### src/rtl/ccd_seq_pkg.sv
package ccd_seq_pkg;

  typedef enum logic [1:0] {
    ST_IDLE  = 2'd0,
    ST_FRAME = 2'd1,
    ST_LINE  = 2'd2,
    ST_PIXEL = 2'd3
  } seq_state_e;

  // Parallel clocks rest with phase 1 high to hold the charge wells
  localparam logic [2:0] PAR_REST = 3'b001;

  function automatic logic [2:0] phase_onehot(input logic [1:0] idx);
    return 3'b001 << idx;
  endfunction

endpackage

### src/rtl/ccd_par_stepper.sv
module ccd_par_stepper #(
  parameter int STEP_W = 8
) (
  input  logic              clk,
  input  logic              rst_n,
  input  logic              run,
  input  logic [STEP_W-1:0] cfg_step,
  output logic              row_end,
  output logic [2:0]        phase
);
  import ccd_seq_pkg::*;

  logic [STEP_W-1:0] step_cnt, step_cnt_nx, step_lim;
  logic [1:0]        ph, ph_nx;
  logic              last_step, cnt_en;

  assign step_lim  = (cfg_step == '0) ? '0 : cfg_step - STEP_W'(1);
  assign last_step = (step_cnt == step_lim);
  assign cnt_en    = run | (ph != 2'd0) | (step_cnt != '0);

  always_comb begin
    step_cnt_nx = step_cnt;
    ph_nx       = ph;
    if (!run) begin
      step_cnt_nx = '0;
      ph_nx       = 2'd0;
    end else if (last_step) begin
      step_cnt_nx = '0;
      ph_nx       = (ph == 2'd2) ? 2'd0 : ph + 2'd1;
    end else begin
      step_cnt_nx = step_cnt + STEP_W'(1);
    end
  end

  always_ff @(posedge clk or negedge rst_n) begin
    if (!rst_n) begin
      step_cnt <= '0;
      ph       <= 2'd0;
    end else if (cnt_en) begin
      step_cnt <= step_cnt_nx;
      ph       <= ph_nx;
    end
  end

  assign row_end = run & last_step & (ph == 2'd2);
  assign phase   = run ? phase_onehot(ph) : PAR_REST;

endmodule

### src/rtl/ccd_pix_timer.sv
module ccd_pix_timer #(
  parameter int PIX_DIV  = 8,
  parameter int RST_AT   = 0,
  parameter int CLAMP_AT = 2,
  parameter int SAMP_AT  = 5
) (
  input  logic       clk,
  input  logic       rst_n,
  input  logic       run,
  output logic       pix_end,
  output logic [2:0] ser_ph,
  output logic       mult_clk,
  output logic       rst_gate,
  output logic       clamp_strb,
  output logic       samp_strb
);
  localparam int PW     = $clog2(PIX_DIV);
  localparam int PH_LEN = PIX_DIV / 3;

  logic [PW-1:0] pos, pos_nx;
  logic [31:0]   pos_w;
  logic          cnt_en;

  assign cnt_en = run | (pos != '0);

  always_comb begin
    if (!run || pos == PW'(PIX_DIV - 1)) pos_nx = '0;
    else                                 pos_nx = pos + PW'(1);
  end

  always_ff @(posedge clk or negedge rst_n) begin
    if (!rst_n)      pos <= '0;
    else if (cnt_en) pos <= pos_nx;
  end

  assign pos_w = 32'(pos);

  for (genvar k = 0; k < 3; k++) begin : g_ser
    localparam int LO = k * PH_LEN;
    localparam int HI = (k == 2) ? PIX_DIV : (k + 1) * PH_LEN;
    assign ser_ph[k] = run & (pos_w >= 32'(LO)) & (pos_w < 32'(HI));
  end

  assign pix_end    = run & (pos == PW'(PIX_DIV - 1));
  assign mult_clk   = run & (pos_w >= 32'(PIX_DIV / 2));
  assign rst_gate   = run & (pos == PW'(RST_AT));
  assign clamp_strb = run & (pos == PW'(CLAMP_AT));
  assign samp_strb  = run & (pos == PW'(SAMP_AT));

endmodule

### src/rtl/ccd_seq_top.sv
module ccd_seq_top #(
  parameter int ROW_W    = 10,
  parameter int COL_W    = 10,
  parameter int MULT_W   = 10,
  parameter int OVR_W    = 6,
  parameter int STEP_W   = 8,
  parameter int PIX_DIV  = 8,
  parameter int RST_AT   = 0,
  parameter int CLAMP_AT = 2,
  parameter int SAMP_AT  = 5
) (
  input  logic              clk,
  input  logic              rst_n,
  input  logic              start,
  input  logic [ROW_W-1:0]  cfg_rows,
  input  logic [COL_W-1:0]  cfg_cols,
  input  logic [MULT_W-1:0] cfg_mult,
  input  logic [OVR_W-1:0]  cfg_ovr,
  input  logic [STEP_W-1:0] cfg_step,
  output logic [2:0]        img_clk,
  output logic [2:0]        sto_clk,
  output logic [2:0]        ser_clk,
  output logic              mult_clk,
  output logic              rst_gate,
  output logic              clamp_strb,
  output logic              samp_strb,
  output logic              pix_valid,
  output logic              frame_done
);
  import ccd_seq_pkg::*;

  localparam int WMAX1 = (COL_W > MULT_W) ? COL_W : MULT_W;
  localparam int TOT_W = ((WMAX1 > OVR_W) ? WMAX1 : OVR_W) + 2;

  // Reset: asserted asynchronously, released on a clock edge
  logic [1:0] rst_pipe;
  logic       rst_i_n;
  always_ff @(posedge clk or negedge rst_n) begin
    if (!rst_n) rst_pipe <= 2'b00;
    else        rst_pipe <= {rst_pipe[0], 1'b1};
  end
  assign rst_i_n = rst_pipe[1];

  seq_state_e       state, state_nx;
  logic [ROW_W-1:0] row_cnt, row_nx, rows_last;
  logic [TOT_W-1:0] col_cnt, col_nx, col_total, col_last, win_lo, win_hi;
  logic             pend, pend_nx, done_nx;
  logic             par_run, par_row_end, pix_run, pix_end;
  logic [2:0]       par_phase;
  logic             last_row, last_col, in_window;

  assign rows_last = cfg_rows - ROW_W'(1);
  assign col_total = TOT_W'(cfg_cols) + TOT_W'(cfg_mult) + TOT_W'(cfg_ovr);
  assign col_last  = col_total - TOT_W'(1);
  assign win_lo    = TOT_W'(cfg_mult);
  assign win_hi    = TOT_W'(cfg_mult) + TOT_W'(cfg_cols);
  assign last_row  = (row_cnt == rows_last);
  assign last_col  = (col_cnt == col_last);
  assign in_window = (col_cnt >= win_lo) & (col_cnt < win_hi);

  assign par_run = (state == ST_FRAME) | (state == ST_LINE);
  assign pix_run = (state == ST_PIXEL);

  ccd_par_stepper #(.STEP_W(STEP_W)) u_par (
    .clk      (clk),
    .rst_n    (rst_i_n),
    .run      (par_run),
    .cfg_step (cfg_step),
    .row_end  (par_row_end),
    .phase    (par_phase)
  );

  ccd_pix_timer #(
    .PIX_DIV  (PIX_DIV),
    .RST_AT   (RST_AT),
    .CLAMP_AT (CLAMP_AT),
    .SAMP_AT  (SAMP_AT)
  ) u_pix (
    .clk        (clk),
    .rst_n      (rst_i_n),
    .run        (pix_run),
    .pix_end    (pix_end),
    .ser_ph     (ser_clk),
    .mult_clk   (mult_clk),
    .rst_gate   (rst_gate),
    .clamp_strb (clamp_strb),
    .samp_strb  (samp_strb)
  );

  // Next-state logic
  always_comb begin
    state_nx = state;
    row_nx   = row_cnt;
    col_nx   = col_cnt;
    pend_nx  = pend;
    done_nx  = 1'b0;
    if (start && state != ST_IDLE) pend_nx = 1'b1;
    unique case (state)
      ST_IDLE: begin
        if (start) begin
          state_nx = ST_FRAME;
          row_nx   = '0;
        end
      end
      ST_FRAME: begin
        if (par_row_end) begin
          if (last_row) begin
            state_nx = ST_LINE;
            row_nx   = '0;
          end else begin
            row_nx = row_cnt + ROW_W'(1);
          end
        end
      end
      ST_LINE: begin
        if (par_row_end) begin
          state_nx = ST_PIXEL;
          col_nx   = '0;
        end
      end
      ST_PIXEL: begin
        if (pix_end) begin
          if (last_col) begin
            col_nx = '0;
            if (last_row) begin
              done_nx = 1'b1;
              row_nx  = '0;
              if (pend || start) begin
                state_nx = ST_FRAME;
                pend_nx  = 1'b0;
              end else begin
                state_nx = ST_IDLE;
              end
            end else begin
              row_nx   = row_cnt + ROW_W'(1);
              state_nx = ST_LINE;
            end
          end else begin
            col_nx = col_cnt + TOT_W'(1);
          end
        end
      end
      default: state_nx = ST_IDLE;
    endcase
  end

  // State registers
  always_ff @(posedge clk or negedge rst_i_n) begin
    if (!rst_i_n) begin
      state      <= ST_IDLE;
      row_cnt    <= '0;
      col_cnt    <= '0;
      pend       <= 1'b0;
      frame_done <= 1'b0;
    end else begin
      state      <= state_nx;
      row_cnt    <= row_nx;
      col_cnt    <= col_nx;
      pend       <= pend_nx;
      frame_done <= done_nx;
    end
  end

  assign img_clk   = (state == ST_FRAME) ? par_phase : PAR_REST;
  assign sto_clk   = par_phase;
  assign pix_valid = samp_strb & in_window;

endmodule

### config.mk
export PLATFORM = sky130hd
export DESIGN_NAME = ccd_seq_top
export DESIGN_NICKNAME = d
export VERILOG_FILES = /design/src/rtl/ccd_seq_pkg.sv /design/src/rtl/ccd_par_stepper.sv /design/src/rtl/ccd_pix_timer.sv /design/src/rtl/ccd_seq_top.sv
export SDC_FILE = /design/constraint.sdc
export NUM_CORES = 1
export LEC_CHECK = 0
export CORE_ASPECT_RATIO = 1.5
export CORE_MARGIN = 3
export CORE_UTILIZATION = 40
export DETAILED_ROUTE_END_ITERATION = 10
export DONT_BUFFER_PORTS = 1
export PLACE_DENSITY = 0.53
export SETUP_SLACK_MARGIN = 0.5
export SYNTH_ARGS = -nofsm -noshare
export SYNTH_HDL_FRONTEND = slang
export SYNTH_SLANG_ARGS = --single-unit
### constraint.sdc
create_clock -name clk -period 6.03 [get_ports clk]
set_input_delay 1.206 -clock clk [delete_from_list [all_inputs] [get_ports clk]]
set_output_delay 1.206 -clock clk [all_outputs]
set_load 0.03 [all_outputs]
==> results of run 1 <==
## cells by family (layout without fill, tap and decap cells)
group                      count (synthesis)  after routing  share of synthesized area
DFF                                       41             41                      0.209
xor gates and xnor gates                  56             56                      0.103
muxes                                      8              8                     0.0181
buffers and inverters                     69             72                     0.0558
AOI/OAI and AO/OA                        146            146                      0.226
other                                      1              1                   0.000763
and+or+nand+nor                          226            226                      0.251
adders and majority gates                 53             53                      0.137
## state kept, by name (all words and copies together) (netlist names)
signal	count
col_cnt	12
row_cnt	10
u_par.step_cnt	8
u_pix.pos	3
rst_pipe	2
state	2
u_par.ph	2
frame_done	1
pend	1
## critical path: cells and delay by family
kind / cells / cell delay, ns
fa+ha+maj: 6 / 1.76
compound gates: 5 / 0.86
simple gates: 1 / 0.16
buf+inv: 2 / 0.23
## cell type report
cell class / count / area, sq um
Fill cell: 1220 / 6620
Sequential cell: 41 / 1030
Timing Repair Buffer: 13 / 97.6
Inverter: 51 / 191
Tap cell: 153 / 191
Clock inverter: 1 / 7.51
Clock buffer: 7 / 143
Multi-Input combinational cell: 490 / 3740
## cell usage after synthesis, types with 8 or more instances
library cell,instances
a21o_1,9
a21oi_1,27
and2_1,11
and3_1,17
clkbuf_1,15
dfrtp_1,41
ha_1,48
inv_1,51
nand2_1,29
nand2b_1,16
nand3_1,23
nand4_1,17
nor2_1,55
nor2b_1,9
nor3_1,12
o211ai_1,8
o21ai_0,18
xnor2_1,34
xor2_1,21
## worst paths after layout
path | from | end | slack [ns] | cells past startpoint
min in group asynchronous | rst_pipe[1] | u_par.step_cnt[2] | 0.39 | 0
setup / recovery | cfg_cols[0] | pix_valid | 0.61 | 14
max in group asynchronous | rst_pipe[1] | row_cnt[6] | 5.08 | 0
hold / removal | rst_pipe[0] | rst_pipe[1] | 0.35 | 0
hold reg to reg | rst_pipe[0] | rst_pipe[1] | 0.35 | 0
setup reg to reg | u_par.step_cnt[5] | row_cnt[1] | 2.58 | 10
## routing by layer
metal,vias up,global-route usage,share of wire
met3,14,0.0249,0.041
li1,2206,-,-
met4,0,0.0443,0.017
met1,2092,0.203,0.40
met5,-,0,0
met2,91,0.360,0.54
## power breakdown
part           internal [W]  switching, W  total (W)
Sequential         0.000311     0.0000762   0.000387
Combinational      0.000353      0.000538   0.000891
Clock              0.000165      0.000109   0.000274
## per-stage QoR
step | setup WS [ns] | hold WS (ns) | area, sq um
after floorplan | 0.532 | 0.331 | 4920
after global placement | 0.138 | 0.337 | 5100
after detailed placement | 0.131 | 0.338 | 5100
after CTS | 0.451 | 0.353 | 5270
after global routing | 0.509 | 0.354 | 5400
final | 0.610 | 0.349 | 5400
## what timing repair did
item | in CTS | in global routing
pin swaps | 1 | 12
setup endpoints to repair | 16 | 22
cloned | 0 | 0
buffers inserted | 0 | 3
resized for setup | 3 | 21
endpoints found under the hold margin | 0 | 0
==> flow_summary.json, run 1 <==
{
  "clock-root-buffer": "clkbuf_16",
  "status": "completed",
  "instances_no_fill": 756,
  "grt_overflow": 0,
  "critPathCaptureType": "output pin",
  "min_path_type": "flop to flop",
  "vias": 4403,
  "post-route-min-period_ns": 5.42,
  "power_w": 0.00155,
  "die_w_um": 96.5,
  "hpwl_um": 9860,
  "tns_ns": 0,
  "wl_per_cell_um": 16.4,
  "grt_max_degree": 40,
  "first_iter_violations": 143,
  "final_cell_mix": "nor2_1 (54), inv_1 (50), ha_1 (46), dfrtp_1 (40), xnor2_1 (33)",
  "vias_per_cell": 5.82,
  "slew_headroom": 0.307,
  "coreArea_sq_um": 12000,
  "critPathArrivalTime_ns": 4.21,
  "ctsHtreeMaxLevel": 2,
  "path_clk_slew_ns": 0.06,
  "synth_edf_count": 0,
  "final_common_cell": "nor2_1",
  "drv_cap": 0,
  "setup_violations": 0,
  "final_nets": 699,
  "grt_usage": 0.185,
  "finalClockSkew_ns": 0.00531,
  "tritoncts": "built",
  "hold_buffers": 0,
  "synth_largest_area_cell": "dfrtp_1",
  "die_area_sq_um": 13700,
  "syn-instance-count": 600,
  "post-place-cells": 745,
  "firstDrtPassIters": 4,
  "syn-cell-area_sq_um": 4910,
  "grt_pass1_wl_um": 20400,
  "clk_latency_ns": 0.29,
  "cpMostUsedCell": "maj3_2",
  "routed_wl_um": 12400,
  "cts_max_path_buffers": 2,
  "crit_slowest_cell": "fa_2",
  "synth_nets": 697,
  "start_util": 0.409,
  "yosysTopAreaCellShare": 0.209,
  "ys.flop_type": "dfrtp_1",
  "syn_area_per_cell_sq_um": 8.19,
  "clock_sinks": 41,
  "rsz0062_at_grt": "no",
  "hold_viol": 0,
  "cts_made_buffers": 5,
  "postRouteAntennaNets": 0,
  "io_buffers": 0,
  "period_share": 0.899,
  "synthTopCellsByArea": "dfrtp_1 (21%), ha_1 (12%), xnor2_1 (6.1%)",
  "syn_to_final_growth_pct": 9.86,
  "worstPathCellList": "ha_4 > fa_2 > inv_2 > ha_4 > a21o_1 > a21oi_2 > maj3_2 > a21oi_2 > maj3_2 > maj3_2 > o32ai_4 > o22ai_2 > nor3_2 > buf_4",
  "yosys_warnings": 0,
  "synth.ff_latch_count": 41,
  "slew_violations": 0,
  "synth_cell_type_count": 76,
  "grt_pass1_vias": 4396,
  "vdd_drop_max_mv": 0.109,
  "worst_pin_slew_ns": 1.03,
  "route.detailed.drc": 0,
  "gp_congestion": 0.867,
  "cp_max_fo": 3,
  "slowest_delay_ns": 0.54,
  "async_reset_ff_frac": 1.00,
  "ys_seq_area_frac": 0.209,
  "critical_path_class": "input pin to output pin",
  "leakage_nw": 2.45,
  "io_pins": 62,
  "fmax_mhz": 184,
  "power_density_nw_per_um2": 287,
  "start_kind": "input pin",
  "critPathRequiredTime_ns": 4.82,
  "antenna_found_initial": 0,
  "num_antenna_cells": 0,
  "final_layout_size_suffix_gt1_frac": 0.111,
  "fin_util": 0.449,
  "die_h_um": 142,
  "rows": 49
}
No activity file was read; power rests on OpenSTA's default activity.
==> run 2: changes to the inputs <==
--- a/config.mk
+++ b/config.mk
@@ -14,4 +14,5 @@
 export SETUP_SLACK_MARGIN = 0.5
 export SYNTH_ARGS = -nofsm -noshare
 export SYNTH_HDL_FRONTEND = slang
+export SYNTH_HIERARCHICAL = 1
 export SYNTH_SLANG_ARGS = --single-unit
==> run 2 against run 1 <==
Net effect:
- synthesized cell count down 1.2%
- first-iteration DRC count up 22%
- non-clock buffer count down 3
- critical path type unchanged
==> flow_summary.json, run 2 <==
{
  "status": "completed",
  "grt_usage": 0.179,
  "gp_congestion": 0.833,
  "clk_latency_ns": 0.28,
  "leakage_nw": 2.35,
  "slew_violations": 0,
  "wl_per_cell_um": 16.1,
  "synth-xor-area-share": 0.102,
  "cts_made_buffers": 5,
  "power_density_nw_per_um2": 326,
  "synth.ff_latch_count": 41,
  "rsz0062_at_grt": "yes",
  "fmax_mhz": 185,
  "ctsHtreeMaxLevel": 2,
  "start_util": 0.414,
  "firstDrtPassIters": 4,
  "syn-instance-count": 593,
  "regMostFlops": "col_cnt",
  "synth_cell_type_count": 79,
  "die_w_um": 95.7,
  "vias": 4301,
  "synthAdderAreaFrac": 0.137,
  "multi_input_area_sq_um": 3620,
  "hpwl_um": 9520,
  "synthTopCellsByArea": "dfrtp_1 (21%), ha_1 (13%), xnor2_1 (6.5%)",
  "crit_slowest_cell": "fa_2",
  "ys_seq_area_frac": 0.213,
  "finalClockSkew_ns": 0.00361,
  "syn_area_per_cell_sq_um": 8.14,
  "async_reset_ff_frac": 1.00,
  "nFillCells": 1176,
  "critPathArrivalTime_ns": 4.21,
  "antenna_found_initial": 0,
  "hold_buffers": 0,
  "final_common_cell": "inv_1",
  "largest_register_ffs": 12,
  "grt_pass1_wl_um": 19500,
  "hold_viol": 0,
  "grt_pass1_vias": 4174,
  "grt_overflow": 0,
  "synthMostInstantiatedCell": "inv_1",
  "critPathCaptureType": "output pin",
  "final_layout_size_suffix_gt1_frac": 0.111,
  "io_pins": 62,
  "design_area_sq_um": 5310,
  "critical_path_class": "input pin to output pin",
  "vdd_drop_max_mv": 0.260,
  "num_antenna_cells": 0,
  "synth_largest_area_cell": "dfrtp_1",
  "clock_sinks": 41,
  "tns_ns": 0,
  "power_w": 0.00173,
  "cp_max_fo": 3,
  "first_iter_violations": 174,
  "clock-root-buffer": "clkbuf_16",
  "power_frac_seq": 0.239,
  "critPathRequiredTime_ns": 4.82,
  "drv_cap": 0,
  "tritoncts": "built",
  "yosys.area_share.simple": 0.237,
  "min_path_type": "flop to flop",
  "place_area_sq_um": 4990,
  "die_h_um": 141,
  "swShare": 0.467,
  "postRouteAntennaNets": 0,
  "period_share": 0.898,
  "yosysTopAreaCellShare": 0.213,
  "rows": 48,
  "pwr-share-comb": 0.578,
  "yosys_warnings": 6,
  "internal_power_w": 0.000923,
  "clkPwrFrac": 0.183,
  "synth_compound_area_frac": 0.225,
  "synth_common_cells": "inv_1 (56), nor2_1 (51), ha_1 (49)",
  "vias_per_cell": 5.77,
  "synth_nets": 691,
  "cts_max_path_buffers": 2,
  "worstPathCellList": "ha_1 > fa_2 > inv_1 > ha_1 > a21o_1 > a21oi_1 > o21ai_0 > a221oi_2 > nor2_1 > a211oi_1 > a211oi_1 > maj3_1 > a21oi_1 > buf_4",
  "setup_violations": 0,
  "post-place-cells": 733,
  "worst_pin_slew_ns": 1.10,
  "coreArea_sq_um": 11700,
  "register_area_sq_um": 1030,
  "slew_headroom": 0.266,
  "io_buffers": 0,
  "fin_util": 0.456,
  "final_cell_mix": "inv_1 (56), nor2_1 (51), ha_1 (48), dfrtp_1 (40), xnor2_1 (35)",
  "synth_edf_count": 0,
  "synth_top_family_by_area": "simple AND/OR/NAND/NOR gates",
  "die_area_sq_um": 13400,
  "path_clk_slew_ns": 0.06,
  "synth.mux.area_fraction": 0.0249,
  "slowest_delay_ns": 0.53,
  "instances_no_fill": 746,
  "ys.flop_type": "dfrtp_1",
  "syn-cell-area_sq_um": 4820,
  "grt_max_degree": 40,
  "reg.largest.list": "col_cnt: 12 flops, row_cnt: 10 flops, u_par/step_cnt: 8 flops",
  "power.net_switching_w": 0.000809,
  "routed_wl_um": 12000,
  "route.detailed.drc": 0,
  "syn_to_final_growth_pct": 10.0,
  "final_nets": 693,
  "start_kind": "input pin",
  "post-route-min-period_ns": 5.42
}
## run 2: cell types whose count changed in the layout (fill, tap and decap cells not counted), moves of 5 or more
cell,delta
nand2b_1,-5
mux2i_1,+8
nand2_1,+5
nand4_1,-10
nor3_1,+5
a31o_1,+6
and3_1,-9
and2_1,-5
a21oi_1,-6
o211a_1,-5
inv_1,+6
o41ai_2,-5
o211ai_1,-7
## run 2: kinds of logic after synthesis
| logic type | Yosys count |
|---|---|
| xor gates and xnor gates | 56 |
| muxes | 12 |
| other | 1 |
| DFF | 41 |
| buffers and inverters | 73 |
| AOI/OAI and AO/OA | 146 |
| adders and majority gates | 52 |
| and+or+nand+nor | 212 |
## run 2: stage by stage
step | worst slack, ns | hold slack (ns)
2_1_floorplan | 0.545 | 0.331
3_3_place_gp | 0.211 | 0.341
3_5_place_dp | 0.0553 | 0.340
4_1_cts | 0.502 | 0.350
5_1_grt | 0.443 | 0.361
6_report | 0.613 | 0.348
## run 2: what timing repair did
action                                  4_1_cts  5_1_grt
hold endpoints to repair                      0        0
pin swaps                                     1        5
endpoints found under the setup margin        6       25
gates resized for setup                       0       25
setup buffers                                 3        2
## run 2: path summary, 6_finish.rpt
path / startpoint / endpoint / slack, ns / cells after the start
worst max-delay path: cfg_cols[0] / pix_valid / 0.61 / 14
worst min-delay path: rst_pipe[0] / rst_pipe[1] / 0.35 / 0
worst max register to register: u_par/step_cnt[1] / row_cnt[9] / 2.16 / 15
worst min register to register: rst_pipe[0] / rst_pipe[1] / 0.35 / 0
max in group asynchronous: rst_pipe[1] / row_cnt[1] / 5.06 / 0
min in group asynchronous: rst_pipe[1] / u_pix/pos[1] / 0.40 / 0
## run 2: cell type report
cell class / count / share of cell area
multi-input combinational: 479 / 0.683
inverter: 58 / 0.0410
clock buffer: 7 / 0.0269
tap: 150 / 0.0354
timing repair buffer: 10 / 0.0148
sequential: 41 / 0.193
clock inverter: 1 / 0.00566
## run 2: layer usage
layer | vias up | routed length, um | track usage
met5 | - | 0 | 0
met4 | 0 | 196 | 0.0450
met3 | 14 | 298 | 0.0177
met2 | 73 | 6750 | 0.352
met1 | 2051 | 4750 | 0.196
li1 | 2163 | - | -
## run 2: critical path, delay by kind of cell
kind | cells | cell delay (ns)
fa+ha+maj | 4 | 1.37
compound gates | 7 | 1.31
buf+inv | 2 | 0.23
simple gates | 1 | 0.09
## run 2: power groups by stage
stage               combinational (W)  sequential, W  clock (W)
floorplan                    0.000787       0.000382          0
global placement             0.000924       0.000420          0
detailed placement           0.000941       0.000420          0
CTS                          0.000951       0.000415   0.000325
global route                  0.00112       0.000427   0.000335
finish                        0.00100       0.000414   0.000317
==> run 3: changes to the inputs <==
--- a/config.mk
+++ b/config.mk
@@ -5,7 +5,8 @@
 export SDC_FILE = /design/constraint.sdc
 export NUM_CORES = 1
 export LEC_CHECK = 0
-export CORE_ASPECT_RATIO = 1.5
+export ABC_AREA = 1
+export CORE_ASPECT_RATIO = 0.7
 export CORE_MARGIN = 3
 export CORE_UTILIZATION = 40
 export DETAILED_ROUTE_END_ITERATION = 10
==> run 3 against run 2 <==
Net effect:
- final cell count is 23% higher
- via count is 7.4% higher
- synthesized cell count is 28% higher
- critical path type unchanged
- critical endpoint unchanged
- largest cell class unchanged
==> flow_summary.json, run 3 <==
{
  "routed_wl_um": 12000,
  "first_iter_violations": 326,
  "gp_congestion": 0.823,
  "worst_pin_slew_ns": 0.876,
  "grt_pass1_vias": 4144,
  "final_common_cell": "nand2_1",
  "yosys_warnings": 6,
  "num_antenna_cells": 0,
  "syn_area_per_cell_sq_um": 6.53,
  "final_cell_mix": "nand2_1 (195), inv_1 (120), nand3_1 (70), nor2_1 (62), ha_1 (49)",
  "critPathArrivalTime_ns": 3.81,
  "postRouteAntennaNets": 0,
  "grt_overflow": 0,
  "synth_largest_area_cell": "dfrtp_1",
  "rsz0062_at_grt": "no",
  "r2r_start": "state[1]",
  "clock-root-buffer": "clkbuf_16",
  "cts-resized-gates": 0,
  "die_area_sq_um": 13800,
  "vias": 4619,
  "tritoncts": "built",
  "period_share": 0.832,
  "crit_slowest_cell": "fa_1",
  "slew_violations": 0,
  "die_w_um": 139,
  "async_reset_ff_frac": 1.00,
  "cts_max_path_buffers": 2,
  "synth_edf_count": 0,
  "drv_cap": 0,
  "yosysTopAreaCellShare": 0.207,
  "slowest_delay_ns": 0.50,
  "synth_common_cells": "nand2_1 (195), inv_1 (120), nand3_1 (70)",
  "tns_ns": 0,
  "power_density_nw_per_um2": 274,
  "wl_per_cell_um": 13.1,
  "antenna_found_initial": 0,
  "vdd_drop_max_mv": 0.161,
  "power_frac_seq": 0.254,
  "place_area_sq_um": 5110,
  "synth_nets": 858,
  "slew_headroom": 0.416,
  "grt_usage": 0.175,
  "reg.largest.list": "col_cnt: 12 flops, row_cnt: 10 flops, u_par/step_cnt: 8 flops",
  "hold_viol": 0,
  "rows": 33,
  "start_util": 0.417,
  "final_layout_size_suffix_gt1_frac": 0.0723,
  "cts_made_buffers": 5,
  "startpoint": "cfg_cols[0]",
  "min_path_type": "flop to flop",
  "hold_buffers": 0,
  "synthTopCellsByArea": "dfrtp_1 (21%), nand2_1 (15%), ha_1 (12%)",
  "critPathRequiredTime_ns": 4.82,
  "design_area_sq_um": 5290,
  "final_nets": 858,
  "internal_power_w": 0.000773,
  "status": "completed",
  "syn-cell-area_sq_um": 4960,
  "die_h_um": 99.2,
  "fmax_mhz": 199,
  "pwr-share-comb": 0.528,
  "hpwl_um": 9870,
  "grt_pass1_wl_um": 20300,
  "syn_to_final_growth_pct": 6.53,
  "clkPwrFrac": 0.218,
  "hp-start": "rst_pipe[0]",
  "route.detailed.drc": 0,
  "synth.ff_latch_count": 41,
  "start_kind": "input pin",
  "swShare": 0.467,
  "largest_register_ffs": 12,
  "ys.flop_type": "dfrtp_1",
  "clk_latency_ns": 0.29,
  "cts_setup_buffers": 0,
  "cp_max_fo": 4,
  "worstPathCellList": "ha_1 > fa_1 > inv_1 > ha_1 > a21oi_1 > o21bai_1 > maj3_1 > o21ai_0 > nand3_1 > o211ai_1 > nand3_1 > o21ai_0 > nand2_1 > a21oi_1 > buf_4",
  "synth_cell_type_count": 43,
  "grt_max_degree": 40,
  "leakage_nw": 2.77,
  "io_pins": 62,
  "ys_seq_area_frac": 0.207,
  "io_buffers": 0,
  "coreArea_sq_um": 11900,
  "regMostFlops": "col_cnt",
  "path_clk_slew_ns": 0.06,
  "vias_per_cell": 5.03,
  "post-route-min-period_ns": 5.02,
  "setup_violations": 0,
  "clock_sinks": 41,
  "power.net_switching_w": 0.000677,
  "critical_path_class": "input pin to output pin",
  "firstDrtPassIters": 7,
  "syn-instance-count": 760,
  "synthMostInstantiatedCell": "nand2_1",
  "critPathCaptureType": "output pin",
  "finalClockSkew_ns": 0.00613,
  "ctsHtreeMaxLevel": 2
}
run 3: cell count changes after synthesis, moves of 8 or more:
cell | previous run | this run
nand2_1 | 34 | 195
inv_1 | 56 | 120
nand3_1 | 27 | 70
xnor2_1 | 36 | 11
xor2_1 | 20 | 39
nand2_2 | 1 | 16
nand4_1 | 7 | 22
mux2i_1 | 12 | 0
nand2b_1 | 12 | 0
a21o_1 | 11 | 0
nor2_1 | 51 | 62
and3_1 | 8 | 0
run 3: final timing paths:
kind | to | slack, ns | cells past startpoint
setup / recovery | pix_valid | 1.01 | 15
max in group asynchronous | u_pix/pos[1] | 5.08 | 0
min in group asynchronous | col_cnt[3] | 0.38 | 0
setup reg to reg | col_cnt[10] | 2.51 | 16
hold reg to reg | rst_pipe[1] | 0.35 | 0
hold / removal | rst_pipe[1] | 0.35 | 0
run 3: per-stage QoR:
| stage | hold slack [ns] | power, W | worst slack [ns] | utilization | instances |
|---|---|---|---|---|---|
| after floorplan | 0.331 | 0.000978 | 1.17 | - | 760 |
| after global placement | 0.338 | 0.00112 | 1.09 | 0.430 | 910 |
| after detailed placement | 0.340 | 0.00113 | 1.01 | 0.430 | 910 |
| after CTS | 0.356 | 0.00146 | 0.998 | 0.445 | 918 |
| after global routing | 0.360 | 0.00159 | 0.770 | 0.445 | 918 |
| final | 0.353 | 0.00145 | 1.01 | 0.445 | 918 |
run 3: power by group through the flow:
stage	Clock, W	Combinational [W]	Sequential, W
6_report	0.000316	0.000766	0.000368
5_1_grt	0.000341	0.000872	0.000374
4_1_cts	0.000324	0.000764	0.000367
3_5_place_dp	0	0.000762	0.000372
3_3_place_gp	0	0.000753	0.000371
2_1_floorplan	0	0.000621	0.000357
run 3: cells by family after synthesis:
family / after synthesis / share of synthesized area
AND/OR/NAND/NOR: 413 / 0.383
buffers and inverters: 137 / 0.110
other: 1 / 0.000756
XOR/XNOR: 51 / 0.0915
AO/OA/AOI/OAI: 65 / 0.0746
flip-flops: 41 / 0.207
adder cells (fa/ha/maj): 52 / 0.134
run 3: layout make-up:
type	count	area [sq um]
Fill cell	1222	6610
Multi-Input combinational cell	582	3390
Sequential cell	41	1030
Inverter	127	477
Tap cell	157	196
Clock buffer	7	143
Clock inverter	1	30.0
Timing Repair Buffer	3	22.5
run 3: metal layers:
layer | GRT usage | part of all wire | vias up
met3 | 0.0341 | 0.061 | 8
met5 | 0 | 0 | -
met2 | 0.230 | 0.37 | 110
li1 | - | - | 2428
met4 | 0.0226 | 0.0039 | 0
met1 | 0.294 | 0.56 | 2073
run 3: critical path, delay by kind of cell:
kind	cells	cell delay, ns
AOI/OAI and AO/OA	6	0.70
adders and majority gates	4	1.36
buffers and inverters	2	0.25
and+or+nand+nor	3	0.30
